===== src/rtl/alu16_pkg.sv =====
package alu16_pkg;

  localparam int OP_W = 3;

  typedef enum logic [OP_W-1:0] {
    OP_ZERO = 3'b000,
    OP_PASS = 3'b001,
    OP_ADD  = 3'b010,
    OP_SUB  = 3'b011,
    OP_SHL  = 3'b100,
    OP_MUL  = 3'b101,
    OP_AND  = 3'b110,
    OP_OR   = 3'b111
  } alu_op_e;

  // true for the codes that drive the carry flag
  function automatic logic op_is_arith(alu_op_e op);
    return (op == OP_ADD) || (op == OP_SUB);
  endfunction

endpackage


===== src/rtl/alu16_addsub.sv =====
// Ripple carry adder shared between sum and difference.
// Difference = A + ~B + 1; carry out then means "no borrow".
module alu16_addsub #(
  parameter int W = 16
) (
  input  logic [W-1:0] a,
  input  logic [W-1:0] b,
  input  logic         sub,
  output logic [W-1:0] sum,
  output logic         cout
);

  logic [W:0] carry;

  assign carry[0] = sub;

  for (genvar i = 0; i < W; i++) begin : g_bit
    logic bx;
    logic prop;
    assign bx           = b[i] ^ sub;
    assign prop         = a[i] ^ bx;
    assign sum[i]       = prop ^ carry[i];
    assign carry[i + 1] = (a[i] & bx) | (carry[i] & prop);
  end

  assign cout = carry[W];

endmodule


===== src/rtl/alu16_shl.sv =====
// Logarithmic left shifter: stage k moves the word by 2**k places
// when amount bit k is set. Vacated bits fill with zero.
module alu16_shl #(
  parameter int W    = 16,
  parameter int SH_W = 2
) (
  input  logic [W-1:0]    a,
  input  logic [SH_W-1:0] amt,
  output logic [W-1:0]    y
);

  logic [W-1:0] stage [SH_W+1];

  assign stage[0] = a;

  for (genvar k = 0; k < SH_W; k++) begin : g_stage
    localparam int DIST = 1 << k;
    assign stage[k + 1] = amt[k] ? (stage[k] << DIST) : stage[k];
  end

  assign y = stage[SH_W];

endmodule


===== src/rtl/alu16_mul_array.sv =====
// Array multiplier truncated to W bits. Each row adds one shifted
// partial product. Bits at or above W are never formed.
module alu16_mul_array #(
  parameter int W = 16
) (
  input  logic [W-1:0] a,
  input  logic [W-1:0] b,
  output logic [W-1:0] p
);

  logic [W-1:0] acc [W+1];

  assign acc[0] = '0;

  for (genvar i = 0; i < W; i++) begin : g_row
    logic [W-1:0] part;
    assign part       = b[i] ? (a << i) : '0;
    assign acc[i + 1] = acc[i] + part;
  end

  assign p = acc[W];

endmodule


===== src/rtl/alu16_reg.sv =====
// Registered multifunction ALU: operand registers, function units,
// eight-way result select and the result/carry register.
module alu16_reg
  import alu16_pkg::*;
#(
  parameter int W    = 16,
  parameter int SH_W = 2
) (
  input  logic              clk,
  input  logic              rst_n,
  input  logic [W-1:0]      a_in,
  input  logic [W-1:0]      b_in,
  input  logic [OP_W-1:0]   op_in,
  output logic [W-1:0]      res_out,
  output logic              cout_out
);

  logic [W-1:0] a_q;
  logic [W-1:0] b_q;
  logic [W-1:0] res_q;
  logic         cout_q;

  alu_op_e      op;
  logic         do_sub;
  logic [W-1:0] sum_w;
  logic         carry_w;
  logic [W-1:0] shl_w;
  logic [W-1:0] mul_w;
  logic [W-1:0] res_d;
  logic         cout_d;

  // operand registers
  always_ff @(posedge clk or negedge rst_n) begin
    if (!rst_n) begin
      a_q <= '0;
      b_q <= '0;
    end else begin
      a_q <= a_in;
      b_q <= b_in;
    end
  end

  assign op     = alu_op_e'(op_in);
  assign do_sub = (op == OP_SUB);

  alu16_addsub #(.W(W)) u_addsub (
    .a    (a_q),
    .b    (b_q),
    .sub  (do_sub),
    .sum  (sum_w),
    .cout (carry_w)
  );

  alu16_shl #(.W(W), .SH_W(SH_W)) u_shl (
    .a   (a_q),
    .amt (b_q[SH_W-1:0]),
    .y   (shl_w)
  );

  alu16_mul_array #(.W(W)) u_mul (
    .a (a_q),
    .b (b_q),
    .p (mul_w)
  );

  // eight-way result select
  always_comb begin
    unique case (op)
      OP_PASS: res_d = a_q;
      OP_ADD,
      OP_SUB:  res_d = sum_w;
      OP_SHL:  res_d = shl_w;
      OP_MUL:  res_d = mul_w;
      OP_AND:  res_d = a_q & b_q;
      OP_OR:   res_d = a_q | b_q;
      default: res_d = '0;
    endcase
  end

  assign cout_d = op_is_arith(op) & carry_w;

  // result register
  always_ff @(posedge clk or negedge rst_n) begin
    if (!rst_n) begin
      res_q  <= '0;
      cout_q <= 1'b0;
    end else begin
      res_q  <= res_d;
      cout_q <= cout_d;
    end
  end

  assign res_out  = res_q;
  assign cout_out = cout_q;

endmodule


===== config.mk =====
export PLATFORM = sky130hd
export DESIGN_NAME = alu16_reg
export DESIGN_NICKNAME = d
export VERILOG_FILES = /design/src/rtl/alu16_pkg.sv /design/src/rtl/alu16_addsub.sv /design/src/rtl/alu16_shl.sv /design/src/rtl/alu16_mul_array.sv /design/src/rtl/alu16_reg.sv
export SDC_FILE = /design/constraint.sdc
export NUM_CORES = 1
export LEC_CHECK = 0
export BUFFER_PORTS_ARGS = -buffer_cell sky130_fd_sc_hd__buf_2
export CORE_MARGIN = 2
export CORE_UTILIZATION = 60
export CTS_CLUSTER_SIZE = 12
export DETAILED_ROUTE_END_ITERATION = 7
export GPL_ROUTABILITY_DRIVEN = 0
export PLACE_DENSITY = 0.88
export SKIP_LAST_GASP = 1
export SYNTH_ARGS = -nofsm -noshare
export SYNTH_HDL_FRONTEND = slang
export SYNTH_HIERARCHICAL = 1
export SYNTH_SLANG_ARGS = --single-unit

===== constraint.sdc =====
create_clock -name clk -period 13.6 [get_ports clk]
set_clock_uncertainty 0.05 [all_clocks]
set_input_delay 0.68 -clock clk [delete_from_list [all_inputs] [get_ports clk]]
set_output_delay 0.68 -clock clk [all_outputs]
set_load 0.005 [all_outputs]

# [Yosys cells after proc, flatten, opt, wreduce, memory -nomap -nowiden]
# Index checks and enable logic that the tools add are counted.
[op_classes] add_sub_neg=15 mul=0 eq_ne=7 shifts=0 bitwise_logic=99 n_mux=19 reduce_logical=2 magnitude_cmp=0 n_div=0
[ops] operator="$mux W16" count=18
[ops] operator="$add A16 B16 Y16" count=15
[ops] operator="$pmux W16 S6" count=1
[ops] operator="$xor A1 B1 Y1" count=48
[ops] operator="$and A1 B1 Y1" count=33
[ops] operator="$and A16 B16 Y16" count=1
[ops] operator="$or A1 B1 Y1" count=16
[ops] operator="$or A16 B16 Y16" count=1
[ops] operator="$eq A3 B3 Y1 const B" count=4
[ops] operator="$eq A3 B2 Y1 const B" count=2
[ops] operator="$eq A3 B1 Y1 const B" count=1
[ops] operator="$reduce_or A2 Y1" count=1
[ops] operator="$logic_or A1 B1 Y1" count=1
[totals] out_inout_bits=17 rom_bits=0 word_cells=146 memories=0 latchBits=0 reg_bits=49 ramBits=0 input_bits=37

# [Longest topological paths before layout]
# Gate-level depths: netlist of the first run.
[depth] depth_word=36 mapped_depth=26 depth_no_buf=23

# [Modules after synthesis]
# Netlist of the first run, hierarchy kept.
[by_module_without_submodules] module="alu16_mul_array" n_inst=1 cells_per_inst=409 area_per_inst_um2=3642.2 seq_area_each_um2=0.0
[by_module_without_submodules] module="alu16_reg" n_inst=1 cells_per_inst=185 area_per_inst_um2=2099.5 seq_area_each_um2=1226.2
[by_module_without_submodules] module="alu16_addsub" n_inst=1 cells_per_inst=62 area_per_inst_um2=588.1 seq_area_each_um2=0.0
[by_module_without_submodules] module="alu16_shl" n_inst=1 cells_per_inst=36 area_per_inst_um2=354.1 seq_area_each_um2=0.0

# [Worst setup path before layout of the first run]
# OpenSTA, ideal clock, no wires.
[synth_path] path_type="input to register" from="in op_in[2]" to="reg res_q[15] (netlist: res_out[15])" arrival_time_ps=7438 setup_time_ps=128 path_stages=26 n_path_buf=3 setup_slack_ps=5984 required_ps=13422 path_cell_list="buf_6 -> inv_1 -> buf_2 -> and3_1 -> buf_6 -> xor2_1 -> fa_1 -> inv_1 -> fa_1 -> fa_1 -> fa_1 -> fa_1 -> fa_1 -> fa_1 -> fa_1 -> fa_1 -> fa_1 -> fa_1 -> fa_1 -> fa_1 -> fa_1 -> inv_1 -> fa_1 -> nand2b_1 -> and3_1 -> o22ai_1"
[synth_via] elab_chain_cells=35 elab_cells_between_ends=87 cone_classes="eq/ne (7); mux (1); bitwise (78); reduce/logical (1)"
[synth_rtl] item="from (decl)" line_no="alu16_reg.sv:13" text="input logic [OP_W-1:0] op_in,"
[synth_rtl] item="$eq A3 B2 Y1 *" line_no="alu16_reg.sv:44" text="assign do_sub = (op == OP_SUB);"
[synth_rtl] item="named net do_sub" line_no="alu16_reg.sv:24" text="logic do_sub;"
[synth_rtl] item="$xor A1 B1 Y1" line_no="alu16_addsub.sv:20" text="assign bx = b[i] ^ sub;"
[synth_rtl] item="$xor A1 B1 Y1" line_no="alu16_addsub.sv:21" text="assign prop = a[i] ^ bx;"
[synth_rtl] item="$and A1 B1 Y1" line_no="alu16_addsub.sv:23" text="assign carry[i + 1] = (a[i] & bx) | (carry[i] & prop);"
[synth_rtl] item="$or A1 B1 Y1" line_no="alu16_addsub.sv:23"
[synth_rtl] item="$and A1 B1 Y1" line_no="alu16_addsub.sv:23"
[synth_rtl] item="$or A1 B1 Y1" line_no="alu16_addsub.sv:23"
[synth_rtl] item="(+22 left out)"
[synth_rtl] item="$and A1 B1 Y1" line_no="alu16_addsub.sv:23"
[synth_rtl] item="$or A1 B1 Y1" line_no="alu16_addsub.sv:23"
[synth_rtl] item="$and A1 B1 Y1" line_no="alu16_addsub.sv:23"
[synth_rtl] item="$or A1 B1 Y1" line_no="alu16_addsub.sv:23"
[synth_rtl] item="$xor A1 B1 Y1 *" line_no="alu16_addsub.sv:22" text="assign sum[i] = prop ^ carry[i];"
[synth_rtl] item="named net sum_w[15]" line_no="alu16_reg.sv:25" text="logic [W-1:0] sum_w;"
[synth_rtl] item="$pmux W16 S6 *" line_no="alu16_reg.sv:68" text="unique case (op)"
[synth_rtl] item="named net res_d[15]" line_no="alu16_reg.sv:29" text="logic [W-1:0] res_d;"
[synth_rtl] item="to (signal assigned)" line_no="alu16_reg.sv:88" text="res_q <= res_d;"
[synth_rtl] item="to (decl)" line_no="alu16_reg.sv:20" text="logic [W-1:0] res_q;"
# The timed path passes the listed nets; every way through them passes the cells marked *.

# [Final worst setup path of the first run]
# Ends and elaborated chain as after synthesis.

==> results of run 1 <==
==> placed cells by master, fill, tap and decap left out, types with 15 or more instances in the layout <==
master   instances
buf_2           53
dfrtp_1         49
nand2_1         72
nand3_1         15
inv_1          125
mux2i_1         29
and2_1          68
ha_1            40
fa_1            99
xnor2_1         40
o21ai_0         30
==> flip-flops by register name, indices dropped and copies added, names as in the netlist <==
name and count:
a_q 16, b_q 16, cout_out 1, res_out 16
==> layout make-up <==
cell class | instances | area (um^2)
sequential | 49 | 1230
multi-input combinational | 480 | 4750
fill | 812 | 3840
clock buffer | 5 | 68.8
clock inverter | 3 | 28.8
inverter | 125 | 469
tap | 140 | 175
timing repair buffer | 55 | 280
==> metal layers <==
metal	up-vias	wire length [um]	part of all wire	global-route usage
li1	2224	-	-	-
met1	2554	6040	0.37	0.361
met2	303	7940	0.49	0.470
met3	73	1430	0.089	0.0533
met4	0	703	0.044	0.136
met5	-	0	0	0
==> logic make-up (layout without fill, tap and decap cells) <==
| family | after synthesis | after routing |
|---|---|---|
| DFF | 49 | 49 |
| AOI/OAI and AO/OA | 74 | 74 |
| adders and majority gates | 140 | 140 |
| xor gates and xnor gates | 51 | 51 |
| buffers and inverters | 163 | 188 |
| and+or+nand+nor | 184 | 184 |
| muxes | 31 | 31 |
==> synth_stat cells (2+ instances only) <==
cell / number
buf_4: 5
and2_1: 68
nor2_1: 2
clkbuf_1: 18
fa_1: 99
o221ai_1: 2
nand4_1: 13
buf_12: 2
a21oi_1: 8
inv_1: 125
dfrtp_1: 49
xor2_1: 10
buf_6: 5
nand2b_1: 3
ha_1: 40
nor2b_4: 2
and3_1: 4
xnor2_1: 40
o21ai_0: 30
mux2i_1: 29
nand3_1: 15
o22ai_1: 2
a221o_1: 13
mux2_2: 2
nand2_1: 72
buf_2: 8
a21o_1: 2
a32oi_1: 13
==> worst max path at each step <==
stage	slack (ps)	end	startpoint	depth (start not counted)
floorplan	5980	res_out[15]$_DFF_PN0_	op_in[2]	26
global placement	4910	res_out[15]$_DFF_PN0_	op_in[2]	24
detailed placement	4590	res_out[15]$_DFF_PN0_	op_in[2]	24
CTS	4940	res_out[15]$_DFF_PN0_	op_in[2]	24
global route	4570	res_out[15]$_DFF_PN0_	op_in[2]	24
finish	4780	res_out[15]$_DFF_PN0_	op_in[2]	24
==> power by group through the flow <==
stage	combinational (mW)	sequential [mW]	clock, mW
after floorplan	0.669	0.179	0
after global placement	0.836	0.190	0
after detailed placement	0.877	0.191	0
after CTS	0.884	0.188	0.0941
after global routing	0.994	0.191	0.101
final	0.885	0.189	0.0934
==> stage by stage <==
stage / setup WS, ps / cell area (um^2) / power (mW)
floorplan: 5980 / 6680 / 0.847
finish: 4780 / 7000 / 1.17
global placement: 4910 / 6900 / 1.03
CTS: 4940 / 7000 / 1.17
detailed placement: 4590 / 6900 / 1.07
global route: 4570 / 7000 / 1.29
==> worst register-to-register path: stages (launching register included) <==
cell and delay, ps:
dfrtp_1 840, mux2_2 330, fa_1 180, inv_1 60, fa_1 380, fa_1 420, fa_1 390, fa_1 400
fa_1 390, fa_1 390, fa_1 410, fa_1 400, fa_1 400, fa_1 420, fa_1 390, fa_1 390
fa_1 360, inv_1 80, fa_1 410, nand2b_1 70, and3_1 150, o22ai_1 90
==> run_results.csv, run 1 <==
group,metric,value,unit
clocking,cts.sink_count,49,
sta,post-route-min-period,8820,ps
yosys,yosysTopAreaCell,"fa_1",
worst_setup_path,start_kind,"input port",
run,drv_cap,0,
yosys,synth_edf_count,0,
worst_setup_path,critPathBufInv,4,
pwr,peakVddDrop,0.000150,V
worst_setup_path,critPathCaptureType,"register",
grt,antenna_found_initial,0,
yosys,syn-num-nets,868,
cells_and_area,drive_gt1_frac,0.0948,
yosys,yosys_warnings,6,
grt,grt_util_all_layers,0.284,
yosys,yosys.area_share.simple,0.145,
route,drt_iter0_markers,442,
grt,grt_max_degree,55,
worst_setup_path,r2r_setup_slack,6080,ps
worst_setup_path,cp_slowest_cell,"and3_1",
sta,period_share,0.649,
worst_setup_path,critPathArrivalTime,8960,ps
yosys,synthTopCellsByArea,"fa_1 (30%), dfrtp_1 (18%), ha_1 (7.5%)",
grt,grt_pass1_wl,26000,um
floorplanning,initial_core_util,0.617,
yosys,yosys.area.top_type_share,0.297,
sta,fin_tns_setup,0,ps
route,vias,5154,
route,ant_nets,0,
yosys,seq_area_frac_synth,0.183,
placed_design,dpl.hpwl,11500,um
yosys,synth_cell_types,39,
route,drt-pass1-iter-count,6,
yosys,synth_seq_cells,49,
yosys,synth-compound-area-share,0.0766,
floorplanning,num_rows,38,
worst_setup_path,path_cells,"buf_2 > inv_1 > and3_1 > xor2_1 > fa_1 > inv_1 > fa_1 > fa_1 > fa_1 > fa_1 > fa_1 > fa_1 > fa_1 > fa_1 > fa_1 > fa_1 > fa_1 > fa_1 > fa_1 > inv_1 > fa_1 > nand2b_1 > and3_1 > o22ai_1",
floorplanning,ios,54,
pwr,p_sw,0.559,mW
sta,clock.fmax,113,MHz
clocking,clock_latency,300,ps
status,status,"complete, no violations",
placed_design,dpl.cell_count,849,
worst_setup_path,critPathKind,"in -> reg",
pwr,p_clk_frac,0.080,
route,viasPerCell,6.01,
sta,relSlewSlack,0.295,
worst_hold_path,hold_end,"a_q[5]$_DFF_PN0_",
sta,hold_viol,0,
sta,finalSetupViolations,0,
clocking,tritoncts,"built",
grt,grt.overflow.total,0,
clocking,postCtsHoldBufs,0,
cells_and_area,instances_no_fill,857,
sta,worst_slew_pin_slew,1060,ps
worst_hold_path,hold_path_startpoint,"a_in[5]",
pwr,switching_share,0.479,
cells_and_area,n_antenna_cell,0,
worst_setup_path,critPathTopFamily,"adder cells",
clocking,cts_buffer_depth,2,
cells_and_area,fin_nets,892,
yosys,synth_xor_area_frac,0.0689,
clocking,postCtsSetupBuffers,0,
worst_hold_path,hp-class,"in -> reg",
worst_setup_path,required,13740,ps
worst_setup_path,r2r-end,"res_out[15]$_DFF_PN0_",
worst_setup_path,slowest_delay,640,ps
pwr,p_leak,3.51,nW
clocking,cts_root_buf,"clkbuf_8",
grt,first_global_vias,5550,
worst_hold_path,hold_depth,1,
route,drc,0,
worst_setup_path,ff2ff_path_depth,21,
pwr,internal_power,0.609,mW
yosys,syn_area_per_cell,9.66,um^2
placed_design,portBuffers,53,
yosys,synth_top_family_by_area,"adder cells",
worst_setup_path,path_common_cell,"fa_1",
yosys,netlist_area,6680,um^2
floorplanning,dieHeight,110,um
cells_and_area,fin_util,0.645,
clocking,cts_buffers,5,
pwr,powerDensity,167,nW/um^2
clocking,cts.clk_slew.worst_paths,110,ps
pwr,seqPwrFrac,0.162,
clocking,cts_resized,0,
sta,whs,422,ps
yosys,muxShareOfSynthArea,0.0468,
floorplanning,die-area,12000,um^2
yosys,synth_fa_ha_area_frac,0.373,
floorplanning,die_w,110,um
pwr,pwr-share-comb,0.758,
route,drt-total-wl,16100,um
yosys,synthFlopType,"dfrtp_1",
route,wl_per_cell,18.8,um
yosys,synthArstFlopShare,1.00,
cells_and_area,area_growth,4.66,%
sta,slew_violations,0,
yosys,synth_cells,692,
floorplanning,core_area,10800,um^2
worst_setup_path,reg2reg_from,"a_q[0]$_DFF_PN0_",
sta,rsz0062_at_grt,"no",
clocking,htreeDepth,2,
worst_setup_path,critPathMaxFanout,54,
Note: power is estimated with default switching activity, not from simulation.
==> run 2, diff against run 1 <==
==> constraint.sdc (replaced) <==
create_clock -name clk -period 8.3 [get_ports clk]
set_clock_uncertainty 0.05 [all_clocks]
set_input_delay 0.415 -clock clk [delete_from_list [all_inputs] [get_ports clk]]
set_output_delay 0.415 -clock clk [all_outputs]
set_load 0.005 [all_outputs]
==> run 2 against run 1 <==
  * Worst setup slack lost 4100 ps
  * Register-to-register slack worse by 5000 ps
  * Cell area is 0.64% higher
  * Critical path type unchanged
  * Core utilization up 0.42 points
  * Sequential share of layout area fell by 0.11 points
  * Via count rose by 0.56%
  * First-iteration DRC count grew 16%
  * Count of clock-buffer cells in the layout unchanged
  * Combinational power up 67%
  * Sequential cell count stayed put
  * Largest cell class unchanged
  * Highest routed layer unchanged
==> run_results.csv, run 2 (synthesis gave the netlist of run 1 again) <==
group,metric,value,unit
clocking,cts_resized,0,
sta,worst_slew_pin_slew,1030,ps
pwr,powerDensity,276,nW/um^2
clocking,htreeDepth,2,
grt,grt_pass1_wl,26200,um
clocking,clock_latency,320,ps
worst_setup_path,critPathMaxFanout,20,
worst_setup_path,start_kind,"input port",
sta,clock.fmax,131,MHz
floorplanning,dieHeight,110,um
worst_setup_path,critPathArrivalTime,7760,ps
clocking,cts_buffers,5,
status,status,"complete, no violations",
clocking,cts_root_buf,"clkbuf_8",
pwr,peakVddDrop,0.000266,V
route,drc,0,
worst_setup_path,critPathTopFamily,"adder cells",
worst_setup_path,cp_slowest_cell,"fa_1",
cells_and_area,drive_gt1_frac,0.102,
sta,hold_viol,0,
clocking,cts.sink_count,49,
placed_design,dpl.cell_count,855,
route,viasPerCell,6.01,
cells_and_area,n_antenna_cell,0,
pwr,switching_share,0.487,
cells_and_area,multi_input_area,4750,um^2
cells_and_area,regArea,1230,um^2
pwr,internal_power,0.997,mW
worst_setup_path,slowest_delay,420,ps
floorplanning,die-area,12000,um^2
route,drt-pass1-iter-count,5,
route,ant_nets,0,
placed_design,portBuffers,53,
cells_and_area,area_growth,5.34,%
pwr,p_clk_frac,0.080,
pwr,p_sw,0.947,mW
cells_and_area,fin_nets,898,
route,vias,5183,
sta,fin_tns_setup,0,ps
sta,period_share,0.916,
sta,relSlewSlack,0.310,
sta,rsz0062_at_grt,"no",
sta,finalSetupViolations,0,
clocking,postCtsSetupBuffers,0,
floorplanning,num_rows,38,
worst_setup_path,path_common_cell,"fa_1",
grt,first_global_vias,5432,
floorplanning,ios,54,
clocking,cts_buffer_depth,2,
grt,antenna_found_initial,0,
pwr,seqPwrFrac,0.157,
route,wl_per_cell,19.0,um
floorplanning,die_w,110,um
pwr,p_leak,3.54,nW
run,drv_cap,0,
cells_and_area,fillers,809,
clocking,cts.clk_slew.worst_paths,110,ps
grt,grt_util_all_layers,0.287,
cells_and_area,final_common_cell,"inv_1",
pwr,pwr-share-comb,0.763,
sta,post-route-min-period,7600,ps
worst_setup_path,path_cells,"buf_2 > and3_1 > buf_4 > mux2_2 > fa_1 > inv_1 > fa_1 > fa_1 > fa_1 > fa_1 > fa_1 > fa_1 > fa_1 > fa_1 > fa_1 > fa_1 > fa_1 > fa_1 > fa_1 > inv_1 > fa_1 > nand2b_1 > and3_1 > o22ai_1",
grt,grt_max_degree,54,
route,drt-total-wl,16400,um
sta,slew_violations,0,
worst_hold_path,hp-class,"in -> reg",
floorplanning,core_area,10800,um^2
clocking,postCtsHoldBufs,0,
cells_and_area,instances_no_fill,863,
cells_and_area,layout_common_cells,"inv_1 (125), fa_1 (99), nand2_1 (72)",
grt,grt.overflow.total,0,
worst_setup_path,required,8460,ps
route,drt_iter0_markers,512,
worst_setup_path,critPathCaptureType,"register",
floorplanning,initial_core_util,0.617,
worst_setup_path,critPathBufInv,4,
clocking,tritoncts,"built",
placed_design,dpl.hpwl,11700,um
worst_setup_path,critPathKind,"in -> reg",
## run 2: cell types whose count changed in the layout (fill, tap and decap cells not counted), sizes merged
cell,previous run,this run
buf,55,61
## run 2: per-layer routing
layer | share of wire | track usage
met1 | 0.38 | 0.363
met5 | 0 | 0
met2 | 0.48 | 0.467
met3 | 0.10 | 0.0759
met4 | 0.043 | 0.121
## run 2: cell type report
class                   count  area share
clock buffers               5     0.00977
clock inverters             3     0.00409
inverters                 125      0.0666
multi-input cells         480       0.674
flip-flops and latches     49       0.174
well taps                 140      0.0249
repair buffers             61      0.0462
## run 2: final timing paths
| kind | cells past startpoint | to | start | slack, ps |
|---|---|---|---|---|
| min in group asynchronous | 1 | res_out[3]$_DFF_PN0_ | rst_n | 220 |
| worst max register to register | 19 | res_out[15]$_DFF_PN0_ | a_q[2]$_DFF_PN0_ | 1080 |
| worst min register to register | 2 | res_out[14]$_DFF_PN0_ | a_q[14]$_DFF_PN0_ | 670 |
| worst max-delay path | 24 | res_out[15]$_DFF_PN0_ | op_in[0] | 700 |
| max in group asynchronous | 1 | a_q[12]$_DFF_PN0_ | rst_n | 7330 |
| worst min-delay path | 1 | b_q[15]$_DFF_PN0_ | b_in[15] | 140 |
## run 2: worst reg2reg max path, stage by stage (launching register included)
cell,delay (ps)
dfrtp_1,830
inv_1,170
fa_1,470
fa_1,420
fa_1,410
fa_1,390
fa_1,400
fa_1,390
fa_1,400
fa_1,410
fa_1,400
fa_1,390
fa_1,390
fa_1,420
fa_1,380
inv_1,80
fa_1,420
nand2b_1,80
and3_1,150
o22ai_1,80
## run 2: per-stage QoR
step	setup WS [ps]	util	hold slack [ps]	total power, mW	instance area, um^2
floorplan	949	-	69.4	1.39	6680
global placement	736	0.640	472	1.69	6940
detailed placement	483	0.640	474	1.77	6940
CTS	802	0.649	141	1.93	7040
global route	537	0.649	138	2.13	7040
finish	695	0.649	144	1.94	7040
## run 2: power groups by stage
stage               logic [mW]  clock network (mW)  registers [mW]
finish                    1.48               0.155           0.305
global route              1.66               0.164           0.307
CTS                       1.47               0.155           0.303
detailed placement        1.46                   0           0.308
global placement          1.39                   0           0.306
floorplan                 1.10                   0           0.293
==> run 3, diff against run 2 <==
--- a/config.mk
+++ b/config.mk
@@ -7,11 +7,11 @@
 export LEC_CHECK = 0
 export BUFFER_PORTS_ARGS = -buffer_cell sky130_fd_sc_hd__buf_2
 export CORE_MARGIN = 2
-export CORE_UTILIZATION = 60
+export CORE_UTILIZATION = 40
 export CTS_CLUSTER_SIZE = 12
 export DETAILED_ROUTE_END_ITERATION = 7
 export GPL_ROUTABILITY_DRIVEN = 0
-export PLACE_DENSITY = 0.88
+export PLACE_DENSITY = 0.65
 export SKIP_LAST_GASP = 1
 export SYNTH_ARGS = -nofsm -noshare
 export SYNTH_HDL_FRONTEND = slang
==> run 3 against run 2 <==
  * Die area is 48% higher
  * Cell area grew 2.6%
  * Power grew 3.7%
  * Core utilization fell by 21 points
  * Global-route usage down 9.4 points
  * Final cell count increased by 9.4%
  * Fmax up 4.3%
  * First-iteration DRC count down 26%
  * Combinational power barely moved
==> run_results.csv, run 3 (synthesis gave the netlist of run 1 again) <==
group,metric,value,unit
status,status,"complete, no violations",
cells_and_area,fin_util,0.439,
route,viasPerCell,5.25,
sta,rsz0062_at_grt,"no",
route,drt-total-wl,16400,um
clocking,cts_buffer_depth,2,
pwr,peakVddDrop,0.000234,V
floorplanning,num_rows,47,
clocking,cts.clk_slew.worst_paths,80,ps
worst_hold_path,hp-class,"in -> reg",
placed_design,portBuffers,53,
grt,grt_max_degree,54,
grt,first_global_vias,5041,
clocking,htreeDepth,2,
sta,finalSetupViolations,0,
grt,antenna_found_initial,0,
pwr,p_leak,3.58,nW
route,drt_iter0_markers,377,
sta,clock.fmax,137,MHz
sta,relSlewSlack,0.273,
worst_setup_path,start_kind,"input port",
sta,worst_slew_pin_slew,1090,ps
clocking,cts_root_buf,"clkbuf_16",
route,drt-pass1-iter-count,5,
floorplanning,dieHeight,133,um
floorplanning,die-area,17800,um^2
route,ant_nets,0,
floorplanning,core_area,16500,um^2
grt,grt.overflow.total,0,
floorplanning,die_w,133,um
clocking,postCtsSetupBuffers,0,
worst_setup_path,critPathKind,"in -> reg",
sta,period_share,0.879,
worst_setup_path,critPathArrivalTime,7420,ps
worst_setup_path,critPathCaptureType,"register",
cells_and_area,fillers,1648,
cells_and_area,drive_gt1_frac,0.104,
sta,hold_viol,0,
route,drc,0,
worst_setup_path,critPathMaxFanout,20,
placed_design,dpl.hpwl,11800,um
cells_and_area,layout_common_cells,"inv_1 (125), fa_1 (99), nand2_1 (72)",
route,vias,4957,
worst_hold_path,hold_depth,1,
cells_and_area,area_growth,8.07,%
worst_setup_path,r2r_setup_slack,1150,ps
sta,post-route-min-period,7290,ps
grt,grt_pass1_wl,26700,um
clocking,tritoncts,"built",
cells_and_area,final_common_cell,"inv_1",
pwr,powerDensity,279,nW/um^2
clocking,clock_latency,290,ps
clocking,cts.sink_count,49,
cells_and_area,fin_nets,899,
clocking,cts_buffers,5,
sta,fin_tns_setup,0,ps
grt,grt_util_all_layers,0.193,
worst_setup_path,ff2ff_path_depth,20,
sta,slew_violations,0,
run,drv_cap,0,
cells_and_area,n_antenna_cell,0,
clocking,cts_resized,0,
floorplanning,initial_core_util,0.406,
worst_setup_path,required,8430,ps
route,wl_per_cell,17.4,um
clocking,postCtsHoldBufs,0,
floorplanning,ios,54,
[run 3: path summary, 6_finish.rpt]
kind | from | end
setup reg to reg | a_q[1]$_DFF_PN0_ | res_out[15]$_DFF_PN0_
setup / recovery | op_in[0] | res_out[15]$_DFF_PN0_
hold / removal | b_in[10] | b_q[10]$_DFF_PN0_
max in group asynchronous | rst_n | a_q[15]$_DFF_PN0_
hold reg to reg | a_q[14]$_DFF_PN0_ | res_out[14]$_DFF_PN0_
min in group asynchronous | rst_n | res_out[8]$_DFF_PN0_
[run 3: worst max-delay path, cell delays in order]
cell	delay, ps
buf_2	340
and3_1	300
xor2_1	230
fa_1	210
inv_1	50
fa_1	380
fa_1	400
fa_1	390
fa_1	390
fa_1	390
fa_1	390
fa_1	380
fa_1	390
fa_1	390
fa_1	390
fa_1	390
fa_1	410
fa_1	380
inv_1	80
fa_1	400
nand2b_1	80
and3_1	150
o22ai_1	80
[run 3: report_power, final]
part	total, mW	internal (mW)	switching [mW]
registers	0.304	0.267	0.0371
clock network	0.243	0.145	0.0985
logic	1.47	0.662	0.806
[run 3: final cells by class]
type / instances / area (um^2) / share of cell area
inverter: 125 / 469 / 0.0650
sequential: 49 / 1230 / 0.170
timing repair buffer: 62 / 333 / 0.0461
clock buffer: 5 / 125 / 0.0173
clock inverter: 3 / 47.5 / 0.00658
tap: 220 / 275 / 0.0381
multi-input combinational: 480 / 4750 / 0.657
[run 3: per-layer routing]
layer / routed length, um / GRT usage / share of wire
met1: 7270 / 0.275 / 0.44
met2: 7530 / 0.299 / 0.46
met3: 1160 / 0.0396 / 0.071
met4: 459 / 0.0556 / 0.028
met5: 0 / 0 / 0
[run 3: through the flow]
step / hold slack, ps / cells / power [mW] / cell area [um^2] / setup slack (ps)
6_report: 173 / 944 / 2.02 / 7220 / 1010
3_3_place_gp: 472 / 936 / 1.78 / 7050 / 884
5_1_grt: 160 / 944 / 2.24 / 7220 / 725
2_1_floorplan: 69.4 / 692 / 1.39 / 6680 / 949
3_5_place_dp: 474 / 936 / 1.79 / 7050 / 751
4_1_cts: 170 / 944 / 2.05 / 7220 / 1070
